[src/rtl/occ_pkg.sv]
package occ_pkg;

    // Default decimation ratio is 2**OCC_OSR_LOG
    localparam int OCC_OSR_LOG = 6;
    // Number of integrator / comb stages
    localparam int OCC_ORDER   = 3;
    // Width of a decimated result
    localparam int OCC_RES_W   = 16;
    // Width of the qualification count
    localparam int OCC_QUAL_W  = 5;

    // Which side of a limit counts as beyond it
    typedef enum logic {
        CMP_ABOVE = 1'b0,
        CMP_BELOW = 1'b1
    } cmp_dir_e;

    // One decimated result travelling from filter to qualifiers
    typedef struct packed {
        logic                 valid;
        logic [OCC_RES_W-1:0] data;
    } occ_result_t;

    // Integrator width that holds the full cascade gain without ambiguity
    function automatic int occ_acc_width(input int order, input int osr_log);
        return 1 + order * osr_log;
    endfunction

endpackage

[src/rtl/occ_sinc3_integ.sv]
module occ_sinc3_integ
    import occ_pkg::*;
#(
    parameter int ORDER = OCC_ORDER,
    parameter int ACC_W = 19
) (
    input  logic             clk,
    input  logic             rst,
    input  logic             en,
    input  logic             bit_in,
    output logic [ACC_W-1:0] sum_next
);

    // Running sums; modulo 2**ACC_W arithmetic is intended
    logic [ORDER-1:0][ACC_W-1:0] acc_q;
    logic [ORDER-1:0][ACC_W-1:0] acc_d;

    generate
        for (genvar g = 0; g < ORDER; g++) begin : g_stage
            if (g == 0) begin : g_head
                // The bit adds 0 or 1; the offset to a signed code is removed after the comb
                assign acc_d[g] = acc_q[g] + {{(ACC_W-1){1'b0}}, bit_in};
            end else begin : g_tail
                // Chains on the new value of the stage before, so the sum has no pipeline lag
                assign acc_d[g] = acc_q[g] + acc_d[g-1];
            end

            always_ff @(posedge clk) begin
                if (rst || !en) begin
                    acc_q[g] <= '0;
                end else begin
                    acc_q[g] <= acc_d[g];
                end
            end
        end
    endgenerate

    assign sum_next = acc_d[ORDER-1];

endmodule

[src/rtl/occ_sinc3_decim.sv]
module occ_sinc3_decim
    import occ_pkg::*;
#(
    parameter int ORDER   = OCC_ORDER,
    parameter int OSR_LOG = OCC_OSR_LOG,
    parameter int ACC_W   = 19
) (
    input  logic             clk,
    input  logic             rst,
    input  logic             en,
    input  logic [ACC_W-1:0] sum_in,
    output occ_result_t      result
);

    // Decimation points dropped after enable while the comb history fills
    localparam int SETTLE = ORDER - 1;
    localparam int SET_W  = (SETTLE > 0) ? $clog2(SETTLE + 1) : 1;
    // Bits dropped below the result when taking the top of the comb output
    localparam int SHIFT  = ACC_W - 1 - OCC_RES_W;

    logic [OSR_LOG-1:0]          phase_q;
    logic [SET_W-1:0]            settle_q;
    logic                        tap;
    logic                        settled;
    logic [ORDER:0][ACC_W-1:0]   stage;
    logic [ORDER-1:0][ACC_W-1:0] hist_q;
    logic [OCC_RES_W-1:0]        code;

    // The last bit of a frame enters on this edge
    assign tap     = en && (phase_q == '1);
    assign settled = (settle_q == SET_W'(SETTLE));

    always_ff @(posedge clk) begin
        if (rst || !en) begin
            phase_q <= '0;
        end else begin
            phase_q <= phase_q + 1'b1;
        end
    end

    // Comb chain: each stage subtracts its input from one frame earlier
    assign stage[0] = sum_in;
    generate
        for (genvar g = 0; g < ORDER; g++) begin : g_comb
            assign stage[g+1] = stage[g] - hist_q[g];

            always_ff @(posedge clk) begin
                if (rst || !en) begin
                    hist_q[g] <= '0;
                end else if (tap) begin
                    hist_q[g] <= stage[g];
                end
            end
        end
    endgenerate

    // Comb output lies in 0 .. 2**(ACC_W-1). Scale it, shift it to signed and clip the top code.
    function automatic logic [OCC_RES_W-1:0] to_code(input logic [ACC_W-1:0] raw);
        logic [OCC_RES_W:0] scaled;
        scaled = raw[ACC_W-1:SHIFT];
        if (scaled[OCC_RES_W]) begin
            return {1'b0, {(OCC_RES_W-1){1'b1}}};
        end
        return {~scaled[OCC_RES_W-1], scaled[OCC_RES_W-2:0]};
    endfunction

    assign code = to_code(stage[ORDER]);

    always_ff @(posedge clk) begin
        if (rst || !en) begin
            settle_q <= '0;
        end else if (tap && !settled) begin
            settle_q <= settle_q + 1'b1;
        end
    end

    always_ff @(posedge clk) begin
        if (rst || !en) begin
            result <= '0;
        end else begin
            result.valid <= 1'b0;
            if (tap && settled) begin
                result.valid <= 1'b1;
                result.data  <= code;
            end
        end
    end

endmodule

[src/rtl/occ_qualify.sv]
module occ_qualify
    import occ_pkg::*;
#(
    parameter cmp_dir_e DIR    = CMP_ABOVE,
    parameter int       QUAL_W = OCC_QUAL_W
) (
    input  logic                 clk,
    input  logic                 rst,
    input  logic                 en,
    input  occ_result_t          result,
    input  logic [OCC_RES_W-1:0] limit_th,
    input  logic [QUAL_W-1:0]    qual,
    output logic                 event_o
);

    // Code that turns this side off: the extreme no result can pass strictly
    localparam logic [OCC_RES_W-1:0] OFF_CODE = (DIR == CMP_ABOVE) ?
        {1'b0, {(OCC_RES_W-1){1'b1}}} : {1'b1, {(OCC_RES_W-1){1'b0}}};

    logic [QUAL_W-1:0] run_q;
    logic [QUAL_W-1:0] target;
    logic              beyond;
    logic              cmp_hit;

    always_comb begin
        if (DIR == CMP_ABOVE) begin
            cmp_hit = $signed(result.data) > $signed(limit_th);
        end else begin
            cmp_hit = $signed(result.data) < $signed(limit_th);
        end
    end

    assign beyond = (limit_th != OFF_CODE) && cmp_hit;
    assign target = (qual == '0) ? QUAL_W'(1) : qual;

    always_ff @(posedge clk) begin
        if (rst || !en) begin
            run_q   <= '0;
            event_o <= 1'b0;
        end else begin
            event_o <= 1'b0;
            if (result.valid) begin
                if (!beyond) begin
                    run_q <= '0;
                end else if (run_q < target) begin
                    // Counts up to the target and holds there, so the event fires once per run
                    run_q   <= run_q + QUAL_W'(1);
                    event_o <= ((run_q + QUAL_W'(1)) == target);
                end
            end
        end
    end

endmodule

[src/rtl/occ_fast_detector.sv]
module occ_fast_detector
    import occ_pkg::*;
#(
    parameter int OSR_LOG = OCC_OSR_LOG,
    parameter int ORDER   = OCC_ORDER,
    parameter int QUAL_W  = OCC_QUAL_W
) (
    input  logic                 clk,
    input  logic                 rst,
    input  logic                 det_enable,
    input  logic                 mod_bit,
    input  logic [OCC_RES_W-1:0] th_high,
    input  logic [OCC_RES_W-1:0] th_low,
    input  logic [QUAL_W-1:0]    qual_cnt,
    output logic [OCC_RES_W-1:0] res_data,
    output logic                 res_valid,
    output logic                 evt_high,
    output logic                 evt_low
);

    localparam int ACC_W = occ_acc_width(ORDER, OSR_LOG);

    logic [ACC_W-1:0]          sum_next;
    occ_result_t               res;
    logic [1:0][OCC_RES_W-1:0] th_vec;
    logic [1:0]                evt_vec;

    occ_sinc3_integ #(
        .ORDER (ORDER),
        .ACC_W (ACC_W)
    ) u_integ (
        .clk      (clk),
        .rst      (rst),
        .en       (det_enable),
        .bit_in   (mod_bit),
        .sum_next (sum_next)
    );

    occ_sinc3_decim #(
        .ORDER   (ORDER),
        .OSR_LOG (OSR_LOG),
        .ACC_W   (ACC_W)
    ) u_decim (
        .clk    (clk),
        .rst    (rst),
        .en     (det_enable),
        .sum_in (sum_next),
        .result (res)
    );

    // Index 0 is the upper side, index 1 the lower side
    assign th_vec = {th_low, th_high};

    generate
        for (genvar g = 0; g < 2; g++) begin : g_side
            occ_qualify #(
                .DIR    ((g == 0) ? CMP_ABOVE : CMP_BELOW),
                .QUAL_W (QUAL_W)
            ) u_qual (
                .clk      (clk),
                .rst      (rst),
                .en       (det_enable),
                .result   (res),
                .limit_th (th_vec[g]),
                .qual     (qual_cnt),
                .event_o  (evt_vec[g])
            );
        end
    endgenerate

    assign res_data  = res.data;
    assign res_valid = res.valid;
    assign evt_high  = evt_vec[0];
    assign evt_low   = evt_vec[1];

endmodule

[config.mk]
export PLATFORM = sky130hd
export DESIGN_NAME = occ_fast_detector
export DESIGN_NICKNAME = d
export VERILOG_FILES = /design/src/rtl/occ_pkg.sv /design/src/rtl/occ_sinc3_integ.sv /design/src/rtl/occ_sinc3_decim.sv /design/src/rtl/occ_qualify.sv /design/src/rtl/occ_fast_detector.sv
export SDC_FILE = /design/constraint.sdc
export NUM_CORES = 1
export LEC_CHECK = 0
export CAP_MARGIN = 20
export CORE_MARGIN = 2
export CORE_UTILIZATION = 45
export CTS_CLUSTER_SIZE = 12
export DETAILED_ROUTE_END_ITERATION = 6
export PLACE_DENSITY_LB_ADDON = 0.12
export SETUP_SLACK_MARGIN = 0.05
export SYNTH_ARGS = -nofsm -noshare
export SYNTH_HDL_FRONTEND = slang
export SYNTH_SLANG_ARGS = --single-unit
[constraint.sdc]
create_clock -name clk -period 12.1 [get_ports clk]
set_input_delay 2.42 -clock clk [delete_from_list [all_inputs] [get_ports clk]]
set_output_delay 2.42 -clock clk [all_outputs]
set_load 0.01 [all_outputs]
* Yosys cells after proc, flatten, opt, wreduce, memory -nomap -nowiden
Cells that the tools add are included.
W data, S select, Z words.
** Operators by class
- $add $sub $neg :: 10
- Order comparisons :: 4
- Eq/ne operators :: 8
- Multiplexer cells :: 9
- Bitwise operators :: 6
- Reductions and logical operators :: 13
** Operator list (count)
- $sub A19 B19 Y19 :: 3
- $add A19 B19 Y19 :: 2
- $mux W16 :: 2
- $mux W5 :: 5
- $add A19 B1 Y19 :: 1
- $mux W17 :: 1
- $gt A16 B16 Y1 :: 1
- $lt A16 B16 Y1 :: 1
- $ne A16 B15 Y1 const B :: 1
- $ne A16 B16 Y1 const B :: 1
- $add A5 B1 Y5 const B :: 2
- $eq A5 B5 Y1 :: 2
- $lt A5 B5 Y1 :: 2
- $reduce_or A4 Y1 :: 2
- $add A6 B1 Y6 const B :: 1
- $eq A6 B6 Y1 const B :: 1
- $not A1 Y1 :: 6
- $logic_and A1 B1 Y1 :: 5
- $logic_not A5 Y1 :: 1
- $ne A2 B2 Y1 const B :: 2
- $reduce_and A2 Y1 :: 2
- $add A2 B1 Y2 const B :: 1
- $eq A2 B2 Y1 const B :: 1
- $logic_not A1 Y1 :: 2
- other kinds (2) :: 2
** Storage, ports and cells
- Register bits :: 151
- Input bits :: 41
- Output and inout port bits :: 19
- Logic and storage cells :: 64

* Depth between registers and ports, before layout
Gate-level depths: netlist of run 1.
- Word-level depth :: 9
- Gate-level depth with buffers :: 40
- Gate-level depth less buffers :: 38

* By module
Synthesis of run 1 repeated with hierarchy kept, for this count alone.
** Unflattened totals
- Cell total of the unflattened synthesis :: 1393
- Area, all modules :: 11263.3 sq um
** Modules (own cells, without submodules)
- occ_sinc3_decim :: times used 1, cells an instance 723, area each 5532.8 sq um, sequential area each 1641.6 sq um
- occ_sinc3_integ :: times used 1, cells an instance 421, area each 3743.6 sq um, sequential area each 1141.1 sq um
- occ_qualify at g_side[1].u_qual :: times used 1, cells an instance 132, area each 1036.0 sq um, sequential area each 120.1 sq um
- occ_qualify at g_side[0].u_qual :: times used 1, cells an instance 117, area each 950.9 sq um, sequential area each 120.1 sq um

* Least setup slack after synthesis of run 1
No wires, ideal clock.
- Path kind :: input-to-reg
- Start :: input port mod_bit
- End :: register, netlist name u_decim.result[10]
- Library setup time :: 0.150 ns
- Arrival :: 9.153 ns
- Slack :: 2.797 ns
- Stages on the path :: 36
- Buffers on the path :: 1
- Cells stage by stage :: ha_1 > ha_1 > fa_1 > a211oi_2 > o21a_1 > ha_1 > o21a_1 > o31a_1 > o31a_2 > o21ai_0 > nand2_1 > xor2_1 > ha_1 > a21oi_1 > nor2b_1 > nor2_1 > nand2_1 > a21o_1 > a21oi_1 > xnor2_1 > ha_1 > inv_1 > o21bai_1 > a221oi_1 > o21ai_1 > a21o_1 > a21oi_1 > xnor2_1 > ha_1 > or2_2 > a21o_1 > o41ai_2 > xnor2_2 > xnor2_2 > buf_6 > a31oi_2
** RTL lines
- start, declared :: line occ_fast_detector.sv:11 : input logic mod_bit,

==> flow_summary_export.csv, run 1 <==
group,metric,value,unit
drt,met2_length,10100,um
die,floorplan.io_pins,60,
power_and_ir_drop,peakVddDrop,0.140,mV
critical_path,crit_top_cell,"sky130_fd_sc_hd__ha_1",
finish,post_route_cells_drive_above_1_share,5.79,%
logic_synthesis,synth-seq-cells,151,
critical_path,cp.buffers_inverters,2,
drt,route.detailed.vias_per_inst,5.20,
drt,ant_nets,0,
place,portBuffers,59,
timing,timing.final.max_slew_violations,0,
logic_synthesis,adder_and_majority_cell_fraction_of_the_synthesized_area,17.3,%
cts,ctsRootBufferMaster,"sky130_fd_sc_hd__clkbuf_16",
power_and_ir_drop,p_per_cell_area,153,nW/um2
finish,layout.cells.non_filler,1667,
timing,fin_worst_skew,12.2,ps
finish,finish.net_count,1520,
cts,postCtsResizedCells,0,
cts,postCtsSetupRepairBufs,0,
cts,cts.sink_count,151,
global_route,grtUsageTotal,19.1,%
timing,slew_headroom,34.1,%
critical_path,crit_arrival,10690,ps
logic_synthesis,synth_top_area_share,28.5,%
critical_path,crit_path_top_delay_cell,"sky130_fd_sc_hd__xnor2_2",
critical_path,crit_path_max_incr_delay,790,ps
drt,num_vias,8661,
critical_path,critical_path.endpoint_type,"flip-flop",
cts,cts_hold_buf,0,
timing,timing_hold_violations_final,0,
drt,m1_wire_length,12000,um
logic_synthesis,async_flop_share,0,%
timing,worst_slew_pin_tran,984,ps
logic_synthesis,post_synth_edffs,0,
status,status,"complete, no violations",
drt,post-route-drc-count,0,
critical_path,timing.critical_path.max_delay_family,"compound AO/OA/AOI/OAI gates",
logic_synthesis,seq_area_frac_synth,28.5,%
drt,dr.max_layer_used,"met4",
cts,clkSlewWorstSetupHoldPaths,60,ps
global_route,overflow_left_after_global_routing,0,
global_route,grt_pass1_wl,38800,um
logic_synthesis,combinational_family_with_the_most_area_after_synthesis,"compound AO/OA/AOI/OAI gates",
power_and_ir_drop,power.leakage,5.16,nW
die,floorplan.rows,56,
global_route,initial_antenna_violation_count,0,
critical_path,timing.critical_path.required,12370,ps
logic_synthesis,synth_cell_type_count,73,
place,place_hpwl,16800,um
finish,fillers,2277,
cts,insertion_delay,430,ps
logic_synthesis,ys_warn_count,0,
drt,drt_iter0_drc,398,
critical_path,start_kind,"input port",
timing,setup_viol_count_final,0,
global_route,largest_net_degree_at_the_start_of_global_routing,80,
timing,fmax,95.9,MHz
cts,htree_levels,4,
logic_synthesis,synth_simple_gate_area_share,18.2,%
logic_synthesis,synth.net_count,1470,
die,initial_utilization,45.5,%
hold_path,hold_class,"reg -> reg",
logic_synthesis,post_synth_inst_count,1285,
drt,postRouteWirelength,22800,um
drt,firstDrtPassIters,5,
critical_path,critPathKind,"in -> reg",
logic_synthesis,synth-main-ff-cell,"sky130_fd_sc_hd__dfxtp_1",
drt,detail_route_met3_wl,491,um
finish,diodes,0,
drt,wl_per_cell,13.6,um
flow_run,number_of_max_capacitance_violations_reported,0,
die,die_w,158,um
logic_synthesis,yosys.area.top_type,"sky130_fd_sc_hd__dfxtp_1",
logic_synthesis,synth-xor-area-share,9.40,%
timing,post-route-min-period,10420,ps
die,core-area,23300,um2
critical_path,critical_path_peak_fanout,16,
logic_synthesis,netlist_top_cells_area,"sky130_fd_sc_hd__dfxtp_1 (28%), sky130_fd_sc_hd__ha_1 (17%), sky130_fd_sc_hd__xnor2_1 (5.5%)",
finish,layout-area-overhead-vs-synth,14.0,%
die,design.die.area,24800,um2
global_route,via_count_of_the_first_global_routing_pass,8156,
timing,finalCritPeriodShare,86.2,%
place,gpl.final_weighted_congestion,0.888,
logic_synthesis,postSynthAreaPerCell,8.26,um2
die,dieHeight,158,um
logic_synthesis,synthMuxAreaShare,0.283,%
cts,tritoncts,"yes",
timing,final.setup.tns,0,ps
cts,cts_buffer_depth,2,
logic_synthesis,area_fraction_in_compound_gates_after_synthesis,20.7,%
logic_synthesis,synth_area,10600,um2
cts,cts_inserted_buffers,17,
place,dpl.cell_count,1635,
timing,setup_repair_after_global_routing_missed_its_margin,"no",
[cell usage after synthesis, types with 13 or more instances]
| cell | number |
|---|---|
| sky130_fd_sc_hd__and2_1 | 52 |
| sky130_fd_sc_hd__a21o_1 | 36 |
| sky130_fd_sc_hd__nor2_1 | 82 |
| sky130_fd_sc_hd__xnor2_1 | 67 |
| sky130_fd_sc_hd__dfxtp_1 | 151 |
| sky130_fd_sc_hd__nand4_1 | 18 |
| sky130_fd_sc_hd__a31oi_1 | 13 |
| sky130_fd_sc_hd__inv_1 | 123 |
| sky130_fd_sc_hd__o21a_1 | 24 |
| sky130_fd_sc_hd__nand2_1 | 128 |
| sky130_fd_sc_hd__nand2b_1 | 14 |
| sky130_fd_sc_hd__clkbuf_1 | 29 |
| sky130_fd_sc_hd__a21oi_1 | 116 |
| sky130_fd_sc_hd__o21ai_0 | 39 |
| sky130_fd_sc_hd__ha_1 | 140 |
| sky130_fd_sc_hd__xor2_1 | 33 |
| sky130_fd_sc_hd__nand3_1 | 24 |
| sky130_fd_sc_hd__nor3_1 | 21 |
| sky130_fd_sc_hd__a211oi_1 | 23 |
[area by class of cell]
type / count / area [um2] / share of cell area (%)
Clock buffer: 23 / 488 / 4.04
Clock inverter: 9 / 91.3 / 0.755
Inverter: 123 / 462 / 3.82
Multi-Input combinational cell: 979 / 7010 / 58.0
Sequential cell: 151 / 3020 / 25.0
Tap cell: 319 / 399 / 3.30
Timing Repair Buffer: 63 / 621 / 5.13
[final timing paths]
check	cells after the start	slack, ps	endpoint	start
setup / recovery	37	1680	u_decim.result[2]	mod_bit
hold reg to reg	1	450	u_decim.phase_q[0]	u_decim.phase_q[0]
hold / removal	1	450	u_decim.phase_q[0]	u_decim.phase_q[0]
setup reg to reg	36	3830	u_decim.result[2]	u_integ.acc_q[0]
[power breakdown]
part	internal [mW]	total (mW)	switching, mW
sequential	0.499	0.500	0.000805
combinational	0.354	0.833	0.480
clock	0.306	0.519	0.212
total	1.16	1.85	0.693
[worst register-to-register path: cells and delay by family, from the launching register on]
kind	cells	cell delay, ps
compound gates	15	2760
fa+ha+maj	7	1950
xor+xnor	7	1870
simple gates	6	1090
flops	1	330
buf+inv	1	100
[placed cells by master, fill, tap and decap left out, types with 13 or more instances in the layout]
cell type | synthesis | layout
sky130_fd_sc_hd__nand3_1 | 24 | 23
sky130_fd_sc_hd__o21ai_0 | 39 | 39
sky130_fd_sc_hd__clkdlybuf4s50_1 | 0 | 59
sky130_fd_sc_hd__and2_1 | 52 | 52
sky130_fd_sc_hd__xor2_1 | 33 | 33
sky130_fd_sc_hd__clkbuf_16 | 0 | 17
sky130_fd_sc_hd__a21oi_1 | 116 | 116
sky130_fd_sc_hd__nor2_1 | 82 | 82
sky130_fd_sc_hd__o21a_1 | 24 | 24
sky130_fd_sc_hd__nand4_1 | 18 | 18
sky130_fd_sc_hd__a211oi_1 | 23 | 23
sky130_fd_sc_hd__dfxtp_1 | 151 | 151
sky130_fd_sc_hd__ha_1 | 140 | 140
sky130_fd_sc_hd__nor3_1 | 21 | 21
sky130_fd_sc_hd__nand2b_1 | 14 | 13
sky130_fd_sc_hd__inv_1 | 123 | 123
sky130_fd_sc_hd__xnor2_1 | 67 | 67
sky130_fd_sc_hd__a31oi_1 | 13 | 13
sky130_fd_sc_hd__a21o_1 | 36 | 36
sky130_fd_sc_hd__nand2_1 | 128 | 128
[per-stage QoR]
step | power [mW] | worst slack (ps) | cell area (um2) | utilization (%) | hold slack, ps
global route | 1.99 | 807 | 12100 | 51.8 | 469
CTS | 1.87 | 1690 | 12100 | 51.8 | 456
floorplan | 1.21 | 2800 | 10600 | - | 418
finish | 1.85 | 1680 | 12100 | 51.8 | 449
global placement | 1.34 | 1450 | 11500 | 49.3 | 433
detailed placement | 1.34 | 1260 | 11500 | 49.3 | 441
[layer usage]
metal  track usage [%]  vias to the layer above
li1                  -                     4589
met1              26.7                     3968
met2              30.9                       93
met3              2.86                       11
met4              4.42                        0
met5                 0                        -
[state kept, by name, indices dropped and copies added, names as in the netlist]
| name | cells |
|---|---|
| g_side.u_qual.run_q | 10 |
| u_decim.hist_q | 57 |
| g_side.u_qual.event_o | 2 |
| u_decim.phase_q | 6 |
| u_integ.acc_q | 57 |
| u_decim.settle_q | 2 |
| u_decim.result | 17 |
[cells by family (layout without fill, tap and decap cells)]
family / Yosys count / in the layout
buf+inv: 155 / 218
xor+xnor: 107 / 107
fa+ha+maj: 144 / 144
flops: 151 / 151
compound gates: 329 / 329
simple gates: 396 / 396
mux: 3 / 3
No activity file was read; power rests on OpenSTA's default activity.
==> run 2, diff against run 1 <==
- clock period: 12.1 -> 9.37 ns (I/O delays scaled with it)
==> flow_summary_export.csv, run 2 (synthesis results as in run 1) <==
group,metric,value,unit
die,design.die.area,24800,um2
finish,layout.cells.most_common,"sky130_fd_sc_hd__dfxtp_1",
hold_path,hp-start,"u_decim.hist_q[4]",
place,place_hpwl,17300,um
status,status,"complete, no violations",
die,dieHeight,158,um
power_and_ir_drop,power.leakage,5.56,nW
cts,htree_levels,4,
die,core-area,23300,um2
drt,route.detailed.vias_per_inst,5.16,
critical_path,critical_path.endpoint_type,"flip-flop",
place,gpl.final_weighted_congestion,0.896,
die,initial_utilization,45.5,%
finish,diodes,0,
critical_path,critical_path_peak_fanout,8,
timing,fin_worst_skew,12.3,ps
finish,finish.instance_area,13000,um2
global_route,via_count_of_the_first_global_routing_pass,8303,
place,placed_area,11900,um2
drt,wl_per_cell,13.9,um
finish,finish.net_count,1590,
critical_path,critical_path.startpoint,"mod_bit",
finish,largest_registers,"u_decim.hist_q (57), u_integ.acc_q (57), u_decim.result (17)",
cts,tritoncts,"yes",
critical_path,crit_path_max_incr_delay,490,ps
finish,post_route_cells_drive_above_1_share,14.0,%
power_and_ir_drop,peakVddDrop,0.171,mV
drt,post-route-drc-count,0,
global_route,grtUsageTotal,19.2,%
critical_path,crit_arrival,9290,ps
cts,insertion_delay,420,ps
die,floorplan.rows,56,
drt,postRouteWirelength,24000,um
critical_path,critPathKind,"in -> reg",
global_route,grt_pass1_wl,39000,um
place,portBuffers,59,
place,detailedPlace.worstSlack,-188,ps
global_route,largest_net_degree_at_the_start_of_global_routing,80,
timing,worst_slew_pin_tran,922,ps
drt,drt_iter0_drc,352,
cts,cts_inserted_buffers,17,
timing,post-route-min-period,9030,ps
timing,timing_hold_violations_final,0,
die,die_w,158,um
timing,timing.final.max_slew_violations,0,
drt,num_vias,8941,
flow_run,number_of_max_capacitance_violations_reported,0,
critical_path,worstReg2RegStart,"u_integ.acc_q[0]",
drt,ant_nets,0,
hold_path,hold_class,"reg -> reg",
global_route,overflow_left_after_global_routing,0,
finish,fillers,2188,
critical_path,start_kind,"input port",
drt,firstDrtPassIters,4,
cts,cts_hold_buf,0,
timing,setup_viol_count_final,0,
timing,finalCritPeriodShare,96.4,%
finish,layout-area-overhead-vs-synth,22.7,%
timing,slew_headroom,38.5,%
die,floorplan.io_pins,60,
critical_path,crit_path_top_delay_cell,"sky130_fd_sc_hd__clkdlybuf4s50_1",
power_and_ir_drop,total_power,2.77,mW
cts,cts.sink_count,151,
cts,cts_buffer_depth,2,
finish,final_cell_mix,"sky130_fd_sc_hd__dfxtp_1 (151), sky130_fd_sc_hd__ha_1 (131), sky130_fd_sc_hd__nand2_1 (128)",
power_and_ir_drop,p_per_cell_area,213,nW/um2
timing,finalHoldWorstSlack,454,ps
timing,slack_of_the_critical_path,340,ps
critical_path,timing.critical_path.required,9630,ps
cts,ctsRootBufferMaster,"sky130_fd_sc_hd__clkbuf_16",
cts,clkSlewWorstSetupHoldPaths,60,ps
timing,fmax,111,MHz
global_route,initial_antenna_violation_count,0,
[run 2: cell types whose count changed in the layout (fill, tap and decap cells not counted), moves of 4 or more]
cell,before,now
sky130_fd_sc_hd__a21oi_2,0,15
sky130_fd_sc_hd__a211oi_1,23,19
sky130_fd_sc_hd__a21oi_1,116,100
sky130_fd_sc_hd__buf_4,4,72
sky130_fd_sc_hd__ha_4,0,7
sky130_fd_sc_hd__xor2_1,33,28
sky130_fd_sc_hd__ha_1,140,131
[run 2: critical path: cells and delay by family]
| family | cells | cell delay [ps] |
|---|---|---|
| simple gates | 7 | 890 |
| compound gates | 13 | 2270 |
| fa+ha+maj | 7 | 1870 |
| buf+inv | 4 | 1030 |
| xor+xnor | 7 | 1390 |
[run 2: cell type report]
class / instances / area [um2] / area share, %
multi-input cells: 979 / 7360 / 56.5
repair buffers: 133 / 1180 / 9.04
flip-flops and latches: 151 / 3020 / 23.2
clock inverters: 8 / 150 / 1.15
clock buffers: 20 / 447 / 3.43
inverters: 123 / 462 / 3.55
well taps: 319 / 399 / 3.07
[run 2: routing by layer]
layer	up-vias	wire length (um)	GRT usage (%)	part of all wire, %
met5	-	0	0	0
met4	0	206	3.90	0.86
met3	16	468	3.08	1.9
met2	70	11300	32.0	47
met1	4130	12000	26.2	50
li1	4725	-	-	-
[run 2: path summary, 6_finish.rpt]
check	cells after the start	slack [ps]	to
max	38	340	u_decim.result[1]
min	2	450	u_decim.hist_q[4]
max reg2reg	37	1940	u_decim.result[1]
min reg2reg	2	450	u_decim.hist_q[4]
[run 2: power by group]
group | switching, mW | leakage (nW) | total (mW) | internal (mW)
registers | 0.00115 | 1.22 | 0.645 | 0.644
clock network | 0.268 | 0.288 | 0.716 | 0.448
logic | 0.727 | 4.06 | 1.41 | 0.681
total | 0.997 | 5.56 | 2.77 | 1.77
[run 2: what timing repair did]
action,in CTS,in global routing
setup buffers,0,13
endpoints found under the setup margin,0,16
gates resized for setup,0,63
[run 2: stage by stage]
step / utilization (%) / setup TNS [ps] / std cells
after CTS: 53.7 / 0 / 1719
after detailed placement: 51.2 / -2890 / 1691
final: 55.8 / 0 / 1733
after floorplan: - / 0 / 1285
after global placement: 51.2 / 0 / 1691
after global routing: 55.8 / -534 / 1733
==> run 3, diff against run 2 <==
--- a/config.mk
+++ b/config.mk
@@ -8,2 +8,3 @@
 export CAP_MARGIN = 20
+export CORE_ASPECT_RATIO = 0.75
 export CORE_MARGIN = 2
==> constraint.sdc (replaced) <==
create_clock -name clk -period 9.37 [get_ports clk]
set_input_delay 2.3425 -clock clk [delete_from_list [all_inputs] [get_ports clk]]
set_output_delay 2.3425 -clock clk [all_outputs]
set_load 0.01 [all_outputs]
==> flow_summary_export.csv, run 3 (synthesis results as in run 1) <==
group,metric,value,unit
drt,post-route-drc-count,0,
finish,layout.cells.most_common,"sky130_fd_sc_hd__buf_4",
die,floorplan.rows,48,
finish,finish.net_count,1714,
global_route,initial_antenna_violation_count,0,
finish,fillers,2018,
power_and_ir_drop,sw_frac_of_total,35.1,%
timing,fin_worst_skew,10.4,ps
flow_run,number_of_max_capacitance_violations_reported,0,
critical_path,critPathKind,"in -> reg",
die,design.die.area,24800,um2
timing,fmax,111,MHz
die,die_w,181,um
global_route,overflow_left_after_global_routing,0,
drt,wl_per_cell,14.1,um
power_and_ir_drop,power_frac_comb,55.1,%
die,dieHeight,137,um
timing,timing_hold_violations_final,0,
finish,layout.area.seq,3020,um2
cts,cts_buffer_depth,2,
finish,multi_input_comb_area,7580,um2
finish,final_cell_mix,"sky130_fd_sc_hd__buf_4 (195), sky130_fd_sc_hd__dfxtp_1 (151), sky130_fd_sc_hd__ha_1 (127)",
critical_path,crit_path_top_delay_cell,"sky130_fd_sc_hd__ha_1",
status,status,"complete, no violations",
critical_path,crit_path_max_incr_delay,370,ps
power_and_ir_drop,total_power,3.11,mW
drt,drt_iter0_drc,393,
cts,cts_inserted_buffers,17,
timing,slew_headroom,39.2,%
global_route,grt_pass1_wl,43500,um
die,core-area,23100,um2
die,floorplan.io_pins,60,
timing,setup_viol_count_final,0,
cts,tritoncts,"yes",
critical_path,crit_top_cell,"sky130_fd_sc_hd__ha_4",
global_route,via_count_of_the_first_global_routing_pass,9195,
power_and_ir_drop,p_int,2.02,mW
power_and_ir_drop,power.leakage,6.25,nW
place,place_hpwl,18300,um
drt,route.detailed.vias_per_inst,5.20,
place,gpl.final_weighted_congestion,0.893,
power_and_ir_drop,p_per_cell_area,219,nW/um2
power_and_ir_drop,peakVddDrop,0.211,mV
power_and_ir_drop,power_frac_clock,24.1,%
die,initial_utilization,46.0,%
critical_path,start_kind,"input port",
finish,post_route_cells_drive_above_1_share,22.4,%
finish,largest_registers,"u_decim.hist_q (57), u_integ.acc_q (57), u_decim.result (17)",
finish,finish.instance_area,14200,um2
place,placed_area,12700,um2
drt,ant_nets,0,
finish,layout-area-overhead-vs-synth,33.8,%
power_and_ir_drop,total_net_switching_power,1.09,mW
drt,postRouteWirelength,25900,um
critical_path,worst-r2r-setup-slack,1880,ps
timing,timing.final.max_slew_violations,0,
critical_path,timing.critical_path.required,9700,ps
timing,post-route-min-period,9040,ps
global_route,grtUsageTotal,21.5,%
hold_path,hold_class,"reg -> reg",
cts,ctsRootBufferMaster,"sky130_fd_sc_hd__clkbuf_16",
cts,htree_levels,4,
power_and_ir_drop,share_seq_of_total_power,20.8,%
cts,cts.sink_count,151,
critical_path,critical_path_peak_fanout,8,
place,portBuffers,59,
timing,worst_slew_pin_tran,913,ps
cts,insertion_delay,440,ps
drt,num_vias,9578,
critical_path,crit_arrival,9370,ps
cts,clkSlewWorstSetupHoldPaths,60,ps
drt,firstDrtPassIters,5,
finish,diodes,0,
timing,finalCritPeriodShare,96.5,%
global_route,largest_net_degree_at_the_start_of_global_routing,78,
critical_path,critical_path.endpoint_type,"flip-flop",
[run 3: cell count changes in the layout (fill, tap and decap cells not counted), moves of 3 or more]
cell / delta
sky130_fd_sc_hd__a21oi_4: +3
sky130_fd_sc_hd__a21oi_2: -3
sky130_fd_sc_hd__ha_1: -4
sky130_fd_sc_hd__buf_4: +123
sky130_fd_sc_hd__ha_4: +5
sky130_fd_sc_hd__xnor2_1: -5
sky130_fd_sc_hd__xnor2_2: +5
sky130_fd_sc_hd__clkinvlp_4: +3
[run 3: cell type report]
cell class | instances | share of cell area, %
multi-input combinational | 979 | 53.4
sequential | 151 | 21.3
timing repair buffer | 257 | 14.9
inverter | 123 | 3.25
clock buffer | 18 | 3.09
tap | 300 | 2.64
clock inverter | 14 | 1.40
[run 3: routing by layer]
layer	wire (um)	GRT usage (%)	share of wire, %	vias up
met3	856	3.86	3.3	20
li1	-	-	-	4980
met5	0	0	0	-
met4	251	4.97	0.97	0
met1	13400	30.2	51	4473
met2	11500	34.2	44	105
[run 3: timing repair]
item	in CTS	in global routing
hold buffers	0	0
endpoints found under the setup margin	16	17
cloned	1	0
pin swaps	24	63
setup buffers	31	7
resized for setup	50	55
[run 3: path summary, 6_finish.rpt]
| path | startpoint | to | cells after the start |
|---|---|---|---|
| min reg2reg | u_decim.phase_q[0] | u_decim.phase_q[0] | 1 |
| min | u_decim.phase_q[0] | u_decim.phase_q[0] | 1 |
| max reg2reg | u_integ.acc_q[2] | u_decim.result[15] | 39 |
| max | mod_bit | u_decim.result[15] | 41 |
[run 3: power groups by stage]
| stage | logic [mW] | clock network, mW | registers, mW |
|---|---|---|---|
| 2_1_floorplan | 0.906 | 0 | 0.659 |
| 3_3_place_gp | 1.34 | 0 | 0.659 |
| 3_5_place_dp | 1.36 | 0 | 0.659 |
| 4_1_cts | 1.68 | 0.766 | 0.645 |
| 5_1_grt | 1.87 | 0.793 | 0.645 |
| 6_report | 1.71 | 0.750 | 0.645 |
[run 3: worst max-delay path: cells and delay by family]
family                   cells  cell delay [ps]
AND/OR/NAND/NOR              9             1010
AO/OA/AOI/OAI               14             2400
adder cells (fa/ha/maj)      7             1880
XOR/XNOR                     7             1120
buffers and inverters        4              570
[run 3: metrics by stage]
step / worst slack [ps] / cells / hold slack, ps / util, % / setup TNS, ps
global placement: -457 / 1771 / 433 / 54.9 / -7280
detailed placement: -575 / 1771 / 438 / 54.9 / -9080
floorplan: 144 / 1285 / 418 / - / 0
finish: 331 / 1842 / 446 / 61.5 / 0
CTS: 233 / 1835 / 451 / 59.9 / 0
global route: -11.1 / 1842 / 468 / 61.5 / -11.1
